## src/rtl/sched_pkg.sv

```systemverilog
package sched_pkg;
  typedef enum logic [1:0] {
    S_OFF   = 2'b00,
    S_ON    = 2'b01,
    S_DRAIN = 2'b10
  } sched_st_t;
endpackage

```

## src/rtl/sched_lane.sv

```systemverilog
module sched_lane
  import sched_pkg::*;
(
  input  logic      clk,
  input  logic      rst,
  input  logic      enable,
  input  logic      step_ok,
  input  logic      idle,
  output sched_st_t state_q,
  output sched_st_t state_n,
  output logic      running
);
  always_comb begin
    state_n = state_q;
    case (state_q)
      S_OFF:   if (enable && step_ok) state_n = S_ON;
      S_ON:    if (!enable && step_ok) state_n = idle ? S_OFF : S_DRAIN;
      S_DRAIN: begin
        if (enable && step_ok) state_n = S_ON;
        else if (idle)         state_n = S_OFF;
      end
      default: state_n = S_OFF;
    endcase
  end

  always_ff @(posedge clk) begin
    if (rst) begin
      state_q <= S_OFF;
      running <= 1'b0;
    end else begin
      state_q <= state_n;
      running <= (state_n != S_OFF);
    end
  end
endmodule

```

## src/rtl/sched_halt.sv

```systemverilog
module sched_halt (
  input  logic clk,
  input  logic rst,
  input  logic run_stop,
  input  logic async_off_n,
  input  logic periodic_off_n,
  output logic halted
);
  logic halted_n;

  always_comb begin
    halted_n = halted;
    if (run_stop)                         halted_n = 1'b0;
    else if (async_off_n && periodic_off_n) halted_n = 1'b1;
  end

  always_ff @(posedge clk) begin
    if (rst) halted <= 1'b1;
    else     halted <= halted_n;
  end
endmodule

```

## src/rtl/sched_doorbell.sv

```systemverilog
module sched_doorbell (
  input  logic clk,
  input  logic rst,
  input  logic doorbell,
  input  logic async_on,
  output logic ack
);
  always_ff @(posedge clk) begin
    if (rst) ack <= 1'b0;
    else     ack <= doorbell && async_on && !ack;
  end
endmodule

```

## src/rtl/sched_run_tracker.sv

```systemverilog
module sched_run_tracker
  import sched_pkg::*;
#(
  parameter int FRAME_W = 14,
  parameter int SUB_W   = 3
) (
  input  logic               clk,
  input  logic               rst,
  input  logic               run_stop,
  input  logic               async_en,
  input  logic               periodic_en,
  input  logic               doorbell,
  input  logic [FRAME_W-1:0] frame_idx,
  input  logic               async_idle,
  input  logic               periodic_idle,
  output logic [1:0]         async_state,
  output logic [1:0]         periodic_state,
  output logic               async_sts,
  output logic               periodic_sts,
  output logic               halted,
  output logic               doorbell_ack
);
  localparam int HI_W = FRAME_W - SUB_W;

  sched_st_t a_q, a_n, p_q, p_n;
  logic      frame_edge;

  assign frame_edge = (frame_idx[SUB_W-1:0] == '0);

  generate
    if (HI_W > 0) begin : g_hi
      logic unused_frame_hi;
      assign unused_frame_hi = ^frame_idx[FRAME_W-1:SUB_W];
    end
  endgenerate

  sched_lane u_async (
    .clk(clk), .rst(rst),
    .enable(run_stop && async_en),
    .step_ok(1'b1),
    .idle(async_idle),
    .state_q(a_q), .state_n(a_n), .running(async_sts)
  );

  sched_lane u_periodic (
    .clk(clk), .rst(rst),
    .enable(run_stop && periodic_en),
    .step_ok(frame_edge),
    .idle(periodic_idle),
    .state_q(p_q), .state_n(p_n), .running(periodic_sts)
  );

  sched_halt u_halt (
    .clk(clk), .rst(rst), .run_stop(run_stop),
    .async_off_n(a_n == S_OFF),
    .periodic_off_n(p_n == S_OFF),
    .halted(halted)
  );

  sched_doorbell u_bell (
    .clk(clk), .rst(rst), .doorbell(doorbell),
    .async_on(a_q == S_ON),
    .ack(doorbell_ack)
  );

  assign async_state    = a_q;
  assign periodic_state = p_q;
endmodule


```

## config.mk

```make
export PLATFORM = sky130hd
export DESIGN_NAME = sched_run_tracker
export DESIGN_NICKNAME = d
export VERILOG_FILES = /design/src/rtl/sched_pkg.sv /design/src/rtl/sched_lane.sv /design/src/rtl/sched_halt.sv /design/src/rtl/sched_doorbell.sv /design/src/rtl/sched_run_tracker.sv
export SDC_FILE = /design/constraint.sdc
export NUM_CORES = 1
export LEC_CHECK = 0
export BUFFER_PORTS_ARGS = -buffer_cell sky130_fd_sc_hd__buf_2
export CAP_MARGIN = 20
export CORE_AREA = 4 4 41 43
export DETAILED_ROUTE_END_ITERATION = 10
export DIE_AREA = 0 0 45 47
export GPL_TIMING_DRIVEN = 1
export HOLD_SLACK_MARGIN = 0.08
export PLACE_DENSITY = 0.6
export SLEW_MARGIN = 20
export SYNTH_ARGS = -nofsm -noshare
export SYNTH_HDL_FRONTEND = slang
export SYNTH_SLANG_ARGS = --single-unit
```

## constraint.sdc

```tcl
create_clock -name clk -period 3.35 [get_ports clk]
set_clock_uncertainty 0.2 [all_clocks]
set_input_delay 0.67 -clock clk [delete_from_list [all_inputs] [get_ports clk]]
set_output_delay 0.67 -clock clk [all_outputs]
set_load 0.1 [all_outputs]
```

=== Yosys cells after proc, flatten, opt, wreduce, memory -nomap -nowiden ===
Index checks and enable logic that the tools add are counted.

* Bits in read-only memories: 0
* Word-level logic and storage cells: 41
* Memories kept: 0
* Bits in registers: 8
* Latch bits: 0
* Output and inout port bits: 8
* Input bits: 22
* Memory bits (writable): 0

* Divide/modulo/power cells: 0
* Shifts and indexed selects: 0
* Reduce and logical (&&, ||, !) cells: 17
* Muxes and demuxes: 14
* Bitwise logic cells: 0
* Multipliers: 0
* Magnitude comparators: 0
* Equality and inequality tests: 4
* Add/sub/neg operators: 0

{| class="wikitable"
|+ Operators by type and width
! kind !! count
|-
| 2-bit two-way mux || 10
|-
| 2-bit case mux with 3 select lines || 2
|-
| 2-bit logical NOT || 4
|-
| 1-bit logical AND || 7
|-
| 2-bit nonzero test || 3
|-
| 2-bit by 1-bit == test with 1-bit output (second input constant) || 2
|-
| 2-bit == test (second input constant) || 2
|-
| 3-bit logical NOT || 1
|-
| 1-bit logical NOT || 2
|-
| 1-bit two-way mux || 2
|}

=== Longest topological paths before layout ===
Gate-level depths: netlist of run 1.

* Depth in word-level cells: 9
* Mapped depth: 4
* Mapped depth without buffers: 4

=== By module ===
Synthesis of run 1 repeated with hierarchy kept, for this count alone.

* Cell total of the unflattened synthesis: 46
* Area, all modules: 400.4 um^2

{| class="wikitable"
|+ By module, submodules not included
! module !! area an instance (um^2) !! instances !! cells an instance
|-
| sched_lane || 147.6 || 2 || 17
|-
| sched_run_tracker || 40.0 || 1 || 7
|-
| sched_doorbell || 32.5 || 1 || 2
|-
| sched_halt || 32.5 || 1 || 3
|}

=== Worst setup path before layout of run 1 ===
Ideal clock, no wire load.

* Path kind: reg-to-reg
* Start point: register u_periodic.state_q[0]
* End point: register u_periodic.running
* Stages on the path, launching flop included: 4
* Setup time: 0.058 ns
* Buffers on the path: 0
* Required time: 3.092 ns
* Arrival: 1.753 ns
* Period minus slack after synthesis: 2.011 ns
* Path slack: 1.339 ns
* Cell sequence: dfxtp_1 or3b_1 a211oi_2 or2_1

* Word-level cells in the longest chain between the ends: 4
* Elaborated cells on any way between the ends: 9

{| class="wikitable"
|+ Ends and longest elaborated chain
! element !! line !! source
|-
| start: declaration || sched_lane.sv:9 || <nowiki>output sched_st_t state_q,</nowiki>
|-
| start signal: assignment || sched_lane.sv:31 || <nowiki>state_q <= state_n;</nowiki>
|-
| 2-bit two-way mux || sched_lane.sv:20 || <nowiki>else if (idle) state_n = S_OFF;</nowiki>
|-
| 2-bit two-way mux || sched_lane.sv:19 || <nowiki>if (enable && step_ok) state_n = S_ON;</nowiki>
|-
| 2-bit case mux with 3 select lines (*) || sched_lane.sv:15 || <nowiki>case (state_q)</nowiki>
|-
| 2-bit nonzero test (*) || sched_lane.sv:32 || <nowiki>running <= (state_n != S_OFF);</nowiki>
|-
| end signal: assignment || sched_lane.sv:32 ||
|-
| end: declaration || sched_lane.sv:11 || <nowiki>output logic running</nowiki>
|}

Mark *: on every way between the ends. The rest lies on a longest branch, timed or not.
A chain may end at the register's enable or synchronous reset.

=== Final worst setup path of run 1 ===
* Start point: register u_periodic.state_q[0]
* End point: output periodic_state[0]

{| class="wikitable"
|+ RTL lines
! element !! line !! source
|-
| end: declaration || sched_run_tracker.sv:17 || <nowiki>output logic [1:0] periodic_state,</nowiki>
|}

No word-level cell between the ends.

==> qor.yml, run 1 <==
synthesis:
  synth_top_area_frac: 0.508
  yosys-top-cells-area: "dfxtp_1 51%, o21ai_0 4.8%, a211oi_1 4.8%, a211oi_2 4.0%, a2111o_1 3.6%"
  syn_inst: 30
  synth_edf_count: 0
  async_flop_share: 0
  yosysMostFrequentCell: "dfxtp_1"
  seq_area_frac_synth: 0.508
  synthDistinctLibCells: 18
  synthTopCellsByCount: "8 x dfxtp_1, 3 x o21ai_0, 2 x a211oi_1, 2 x inv_1, 2 x nor3_1"
  syn-num-nets: 52
  yosysWarningCount: 0
  synth-seq-cells: 8
  yosys.area.top_type: "dfxtp_1"
  ys.flop_type: "dfxtp_1"
  syn_area_um2: 315
  syn_area_per_cell_um2: 10.5
routing:
  dr.pass1.iters: 3
  via_per_inst: 4.73
  drt-total-wl_um: 707
  drt_iter0_markers: 5
  num_vias: 312
  drc: 0
  postRouteAntennaNets: 0
  wl_per_cell_um: 10.7
sta:
  hold_viol_final: 0
  setup_tns_ns: 0
  slew_headroom: 0.678
  hold_ws_ns: 0.226
  worst_slew_pin_slew_ns: 0.487
  fmax_ghz: 0.499
  fin_crit_sh: 0.598
  worst_slack_ns: 1.35
  rsz0062_at_grt: "no"
  finalSetupViolations: 0
  finalMaxSlewViolations: 0
  finalCriticalPeriod_ns: 2.00
grt:
  grt_util_all_layers: 0.0761
  grt_start_max_net_pins: 8
  grt_pass1_wl_mm: 1.11
  grt_pass1_vias: 276
  antenna_found_initial: 0
  overflow: 0
layout:
  seq_area_um2: 160
  fin_area_um2: 447
  nNetsFinal: 75
  syn2layout_area_growth_pct: 41.7
  n_antenna_cell: 0
  drive_gt1_frac: 0.471
  fillers: 136
  multi_input_area_um2: 148
worst_setup_path:
  worstPathCellList: "buf_2"
  end_kind: "output port"
  worstPathArrival_ns: 1.13
  cp_slowest_cell: "buf_2"
  worstPathRequired_ns: 2.48
  crit_family: "buffers and inverters"
  crit_buf_inv: 1
  critPathLaunchType: "flop"
  path_max_fanout: 7
  crit_path_max_incr_delay_ns: 0.47
  crit_type: "flop to output port"
die:
  die_w_um: 45
  dieArea_um2: 2120
  rows: 13
  coreArea_um2: 1300
  die_y_um: 47
  start_util: 0.242
  ios: 30
place:
  dpl.hpwl_um: 597
  placed_area_um2: 424
  dpl_worst_slack_ns: 1.15
  routabilityCongestion: 0.618
  portBuffers: 18
clock_network:
  postCtsResizedCells: 0
  cts_root_buf: "clkbuf_4"
  cts_tree: "built"
  cts.reportedPaths.clkPinSlew_ns: 0.05
  numCtsBuffers: 3
  clk_latency_ns: 0.24
  cts_setup_buffers: 0
  postCtsHoldBufs: 0
  cts-htree-levels: 1
  clock_sinks: 8
  clockBufferDepth: 2
run_status:
  status: "complete, no violations"
worst_hold_path:
  hp-class: "flop to flop"
power_and_ir_drop:
  ir_drop_v: 0.000253
  p_leak_uw: 0.000197
  power_density_nw_per_um2: 489
run:
  max_cap_viol_count: 0
==> final cells by class <==
class / count / share of cell area
multi-input cells: 20 / 0.331
well taps: 15 / 0.0420
repair buffers: 18 / 0.202
inverters: 2 / 0.0168
clock buffers: 3 / 0.0504
flip-flops and latches: 8 / 0.359
==> layout by cell type, fill, tap and decap left out, drive strengths merged, types with 2 or more instances in the layout <==
cell type / synthesis / routed
dfxtp: 8 / 8
o21ai: 3 / 3
clkbuf: 0 / 3
or2: 2 / 2
a211oi: 3 / 3
inv: 2 / 2
nor3: 2 / 2
buf: 0 / 18
==> worst reg2reg max path, stage by stage, from the launching register on <==
cell	delay, ns
dfxtp_1	0.42
or3b_1	0.39
a211oi_2	0.23
or2_1	0.12
==> cell families after synthesis <==
family          Yosys count  share of synthesized area
buf+inv                   2                     0.0238
xor+xnor                  1                     0.0278
flops                     8                      0.508
compound gates           11                      0.278
simple gates              8                      0.163
==> per-stage QoR <==
step,std cells,util,total power (uW)
final,66,0.343,218
after global routing,66,0.343,230
after CTS,66,0.343,223
after detailed placement,63,0.326,150
after global placement,63,0.326,150
after floorplan,30,-,137
==> registers in the layout, summed over array words and instances, names as in the netlist <==
name / cells
u_periodic.state_q: 2
u_halt.halted: 1
u_periodic.running: 1
u_bell.ack: 1
u_async.running: 1
u_async.state_q: 2
==> final timing paths <==
path	slack (ns)	endpoint	start	cells past startpoint
worst max-delay path	1.35	periodic_state[0]	u_periodic.state_q[0]$_SDFF_PP0_	1
worst min-delay path	0.23	u_bell.ack$_SDFF_PP0_	u_bell.ack$_SDFF_PP0_	1
worst max register to register	1.94	u_periodic.running$_SDFF_PP0_	u_periodic.state_q[0]$_SDFF_PP0_	3
worst min register to register	0.23	u_bell.ack$_SDFF_PP0_	u_bell.ack$_SDFF_PP0_	1
==> where the power goes <==
part / internal [uW] / switching [uW] / total [uW]
Combinational: 10.7 / 35.6 / 46.3
Clock: 40.8 / 29.8 / 70.6
Sequential: 99.0 / 2.48 / 101
Total: 150 / 67.9 / 218
==> routing by layer <==
metal,vias to the layer above,GRT usage,wire (um)
met5,-,0,0
met4,0,0.0351,0
met3,0,0.0460,71
met2,12,0.110,327
met1,142,0.0897,308
li1,158,-,-
No activity file was read; power rests on OpenSTA's default activity.
==> run 2: changes to the inputs <==
--- a/config.mk
+++ b/config.mk
@@ -12,7 +12,7 @@
 export DIE_AREA = 0 0 45 47
 export GPL_TIMING_DRIVEN = 1
 export HOLD_SLACK_MARGIN = 0.08
-export PLACE_DENSITY = 0.6
+export PLACE_DENSITY = 0.62
 export SLEW_MARGIN = 20
 export SYNTH_ARGS = -nofsm -noshare
 export SYNTH_HDL_FRONTEND = slang
==> constraint.sdc (replaced) <==
create_clock -name clk -period 1.8 [get_ports clk]
set_clock_uncertainty 0.2 [all_clocks]
set_input_delay 0.36 -clock clk [delete_from_list [all_inputs] [get_ports clk]]
set_output_delay 0.36 -clock clk [all_outputs]
set_load 0.1 [all_outputs]
==> run 2 against run 1 <==
Against the previous run: sequential power grew 87%; die area is the same; non-clock buffer count grew 3; critical endpoint unchanged; largest cell class unchanged.
==> qor.yml, run 2 (synthesis results as in run 1) <==
worst_setup_path:
  worstPathCellList: "buf_2"
  crit_type: "flop to output port"
  worstRegToRegCells: 3  # unchanged
  worstPathArrival_ns: 1.07  # -0.06 ns
  r2r_end: "u_periodic.running$_SDFF_PP0_"
  reg2reg_slack_ns: 0.46  # -1.48 ns
  crit_path_max_incr_delay_ns: 0.44  # -0.03 ns
  cp_slowest_cell: "buf_2"
  crit_family: "buffers and inverters"
  crit_buf_inv: 1  # unchanged
  end_kind: "output port"
  worstPathRequired_ns: 1.24  # -1.24 ns
  critPathLaunchType: "flop"
  path_max_fanout: 7  # unchanged
  r2r_start: "u_periodic.state_q[0]$_SDFF_PP0_"
layout:
  n_antenna_cell: 0  # unchanged
  mostFrequentLayoutCells: "18 x buf_2, 4 x dfxtp_1, 4 x dfxtp_2"
  instances_no_fill: 69  # +4.5%
  syn2layout_area_growth_pct: 51.2
  nNetsFinal: 78  # +4.0%
  top_regs: "u_async.state_q (2), u_periodic.state_q (2)"
  final_common_cell: "buf_2"
  drive_gt1_frac: 0.556  # +0.0850
sta:
  fmax_ghz: 0.615
  finalCriticalPeriod_ns: 1.63
  hold_viol_final: 0  # unchanged
  fin_crit_sh: 0.904
  finalSetupViolations: 0  # unchanged
  worst_slack_ns: 0.173  # -1.17 ns
  rsz0062_at_grt: "no"
  worst_slew_pin_slew_ns: 0.489  # +0.00260 ns
  finalMaxSlewViolations: 0  # unchanged
  slew_headroom: 0.676  # -0.00172
power_and_ir_drop:
  p_leak_uw: 0.000212  # +7.9%
  ir_drop_v: 0.000376  # +49%
  netSwitchingFraction: 0.319  # +0.00814
  power_uw: 419  # +92%
  clkPwrFrac: 0.330  # +0.007
  netSwitchingPower_uw: 134  # +97%
  power_density_nw_per_um2: 878  # +80%
  comb_power_share: 0.218  # +0.006
  pwr-share-seq: 0.452  # -0.013
  power.internal_uw: 285  # +89%
routing:
  dr.pass1.iters: 1  # -2
  drc: 0  # unchanged
  drt_iter0_markers: 0  # -5
  num_vias: 318  # +1.9%
  drt-total-wl_um: 751  # +6.2%
  via_per_inst: 4.61  # -2.5%
  wl_per_cell_um: 10.9  # +1.6%
  postRouteAntennaNets: 0  # unchanged
grt:
  overflow: 0  # unchanged
  grt_util_all_layers: 0.0905  # +0.0143
  antenna_found_initial: 0  # unchanged
  grt_start_max_net_pins: 8  # unchanged
  grt_pass1_wl_mm: 1.26  # +14%
  grt_pass1_vias: 299  # +8.3%
worst_hold_path:
  hp-class: "input pin to flop"
  hold_depth: 2  # +1
  hold_end: "u_periodic.state_q[1]$_SDFF_PP0_"
  hp-start: "periodic_idle"
die:
  rows: 13  # unchanged
  die_y_um: 47  # unchanged
  ios: 30  # unchanged
  start_util: 0.242  # unchanged
  die_w_um: 45  # unchanged
  coreArea_um2: 1300  # unchanged
  dieArea_um2: 2120  # unchanged
run_status:
  status: "complete, no violations"
run:
  max_cap_viol_count: 0  # unchanged
clock_network:
  postCtsResizedCells: 0  # unchanged
  cts.reportedPaths.clkPinSlew_ns: 0.05  # about the same
  cts-htree-levels: 1  # unchanged
  numCtsBuffers: 3  # unchanged
  postCtsHoldBufs: 0  # unchanged
  cts_setup_buffers: 0  # unchanged
  clockBufferDepth: 2  # unchanged
  clk_latency_ns: 0.25  # about the same
  cts_tree: "built"
  cts_root_buf: "clkbuf_4"
  clock_sinks: 8  # unchanged
place:
  routabilityCongestion: 0.635  # +2.8%
  dp_cells: 65  # +3.2%
  dpl.hpwl_um: 587  # -1.5%
  portBuffers: 18  # unchanged
  dpl_worst_slack_ns: -0.0636  # -1.22 ns
==> run 2: changes by cell type in the layout (fill, tap and decap cells not counted) <==
cell           previous run  this run
dlygate4sd3_1             0         1
dfxtp_2                   0         4
buf_4                     0         2
dfxtp_1                   8         4
==> run 2: layout make-up <==
| class | instances | area (um^2) |
|---|---|---|
| tap | 15 | 18.8 |
| timing repair buffer | 21 | 115 |
| multi-input combinational | 20 | 148 |
| clock buffer | 3 | 22.5 |
| sequential | 8 | 165 |
| inverter | 2 | 7.51 |
| fill | 151 | 825 |
==> run 2: power by group through the flow <==
stage	Combinational (uW)	Sequential [uW]	Clock, uW
floorplan	12.8	242	0
global placement	89.8	193	0
detailed placement	90.1	193	0
CTS	90.2	189	141
global route	96.6	190	157
finish	91.2	189	138
==> run 2: routing by layer <==
layer / vias to the layer above / share of wire / routed length [um] / track usage
met4: 0 / 0 / 0 / 0.0526
met1: 137 / 0.46 / 346 / 0.0991
li1: 167 / - / - / -
met3: 0 / 0.11 / 81 / 0.0766
met5: - / 0 / 0 / 0
met2: 14 / 0.43 / 322 / 0.119
==> run 2: how the worst max path moves through the flow <==
| stage | startpoint | cells after the start | end |
|---|---|---|---|
| final | u_periodic.state_q[0]$_SDFF_PP0_ | 1 | periodic_state[0] |
| after global routing | u_periodic.state_q[0]$_SDFF_PP0_ | 1 | periodic_state[0] |
| after CTS | u_periodic.state_q[0]$_SDFF_PP0_ | 1 | periodic_state[0] |
| after floorplan | run_stop | 4 | u_periodic.running$_SDFF_PP0_ |
| after global placement | run_stop | 5 | u_periodic.running$_SDFF_PP0_ |
| after detailed placement | run_stop | 5 | u_periodic.running$_SDFF_PP0_ |
==> run 2: stage by stage <==
stage / hold WS (ns) / area (um^2) / utilization / TNS, ns
2_1_floorplan: 0.221 / 320 / - / 0
3_3_place_gp: 0.206 / 444 / 0.341 / -0.0702
3_5_place_dp: 0.206 / 444 / 0.341 / -0.0636
4_1_cts: 0.0804 / 467 / 0.359 / 0
5_1_grt: 0.0803 / 477 / 0.366 / 0
6_report: 0.0889 / 477 / 0.366 / 0
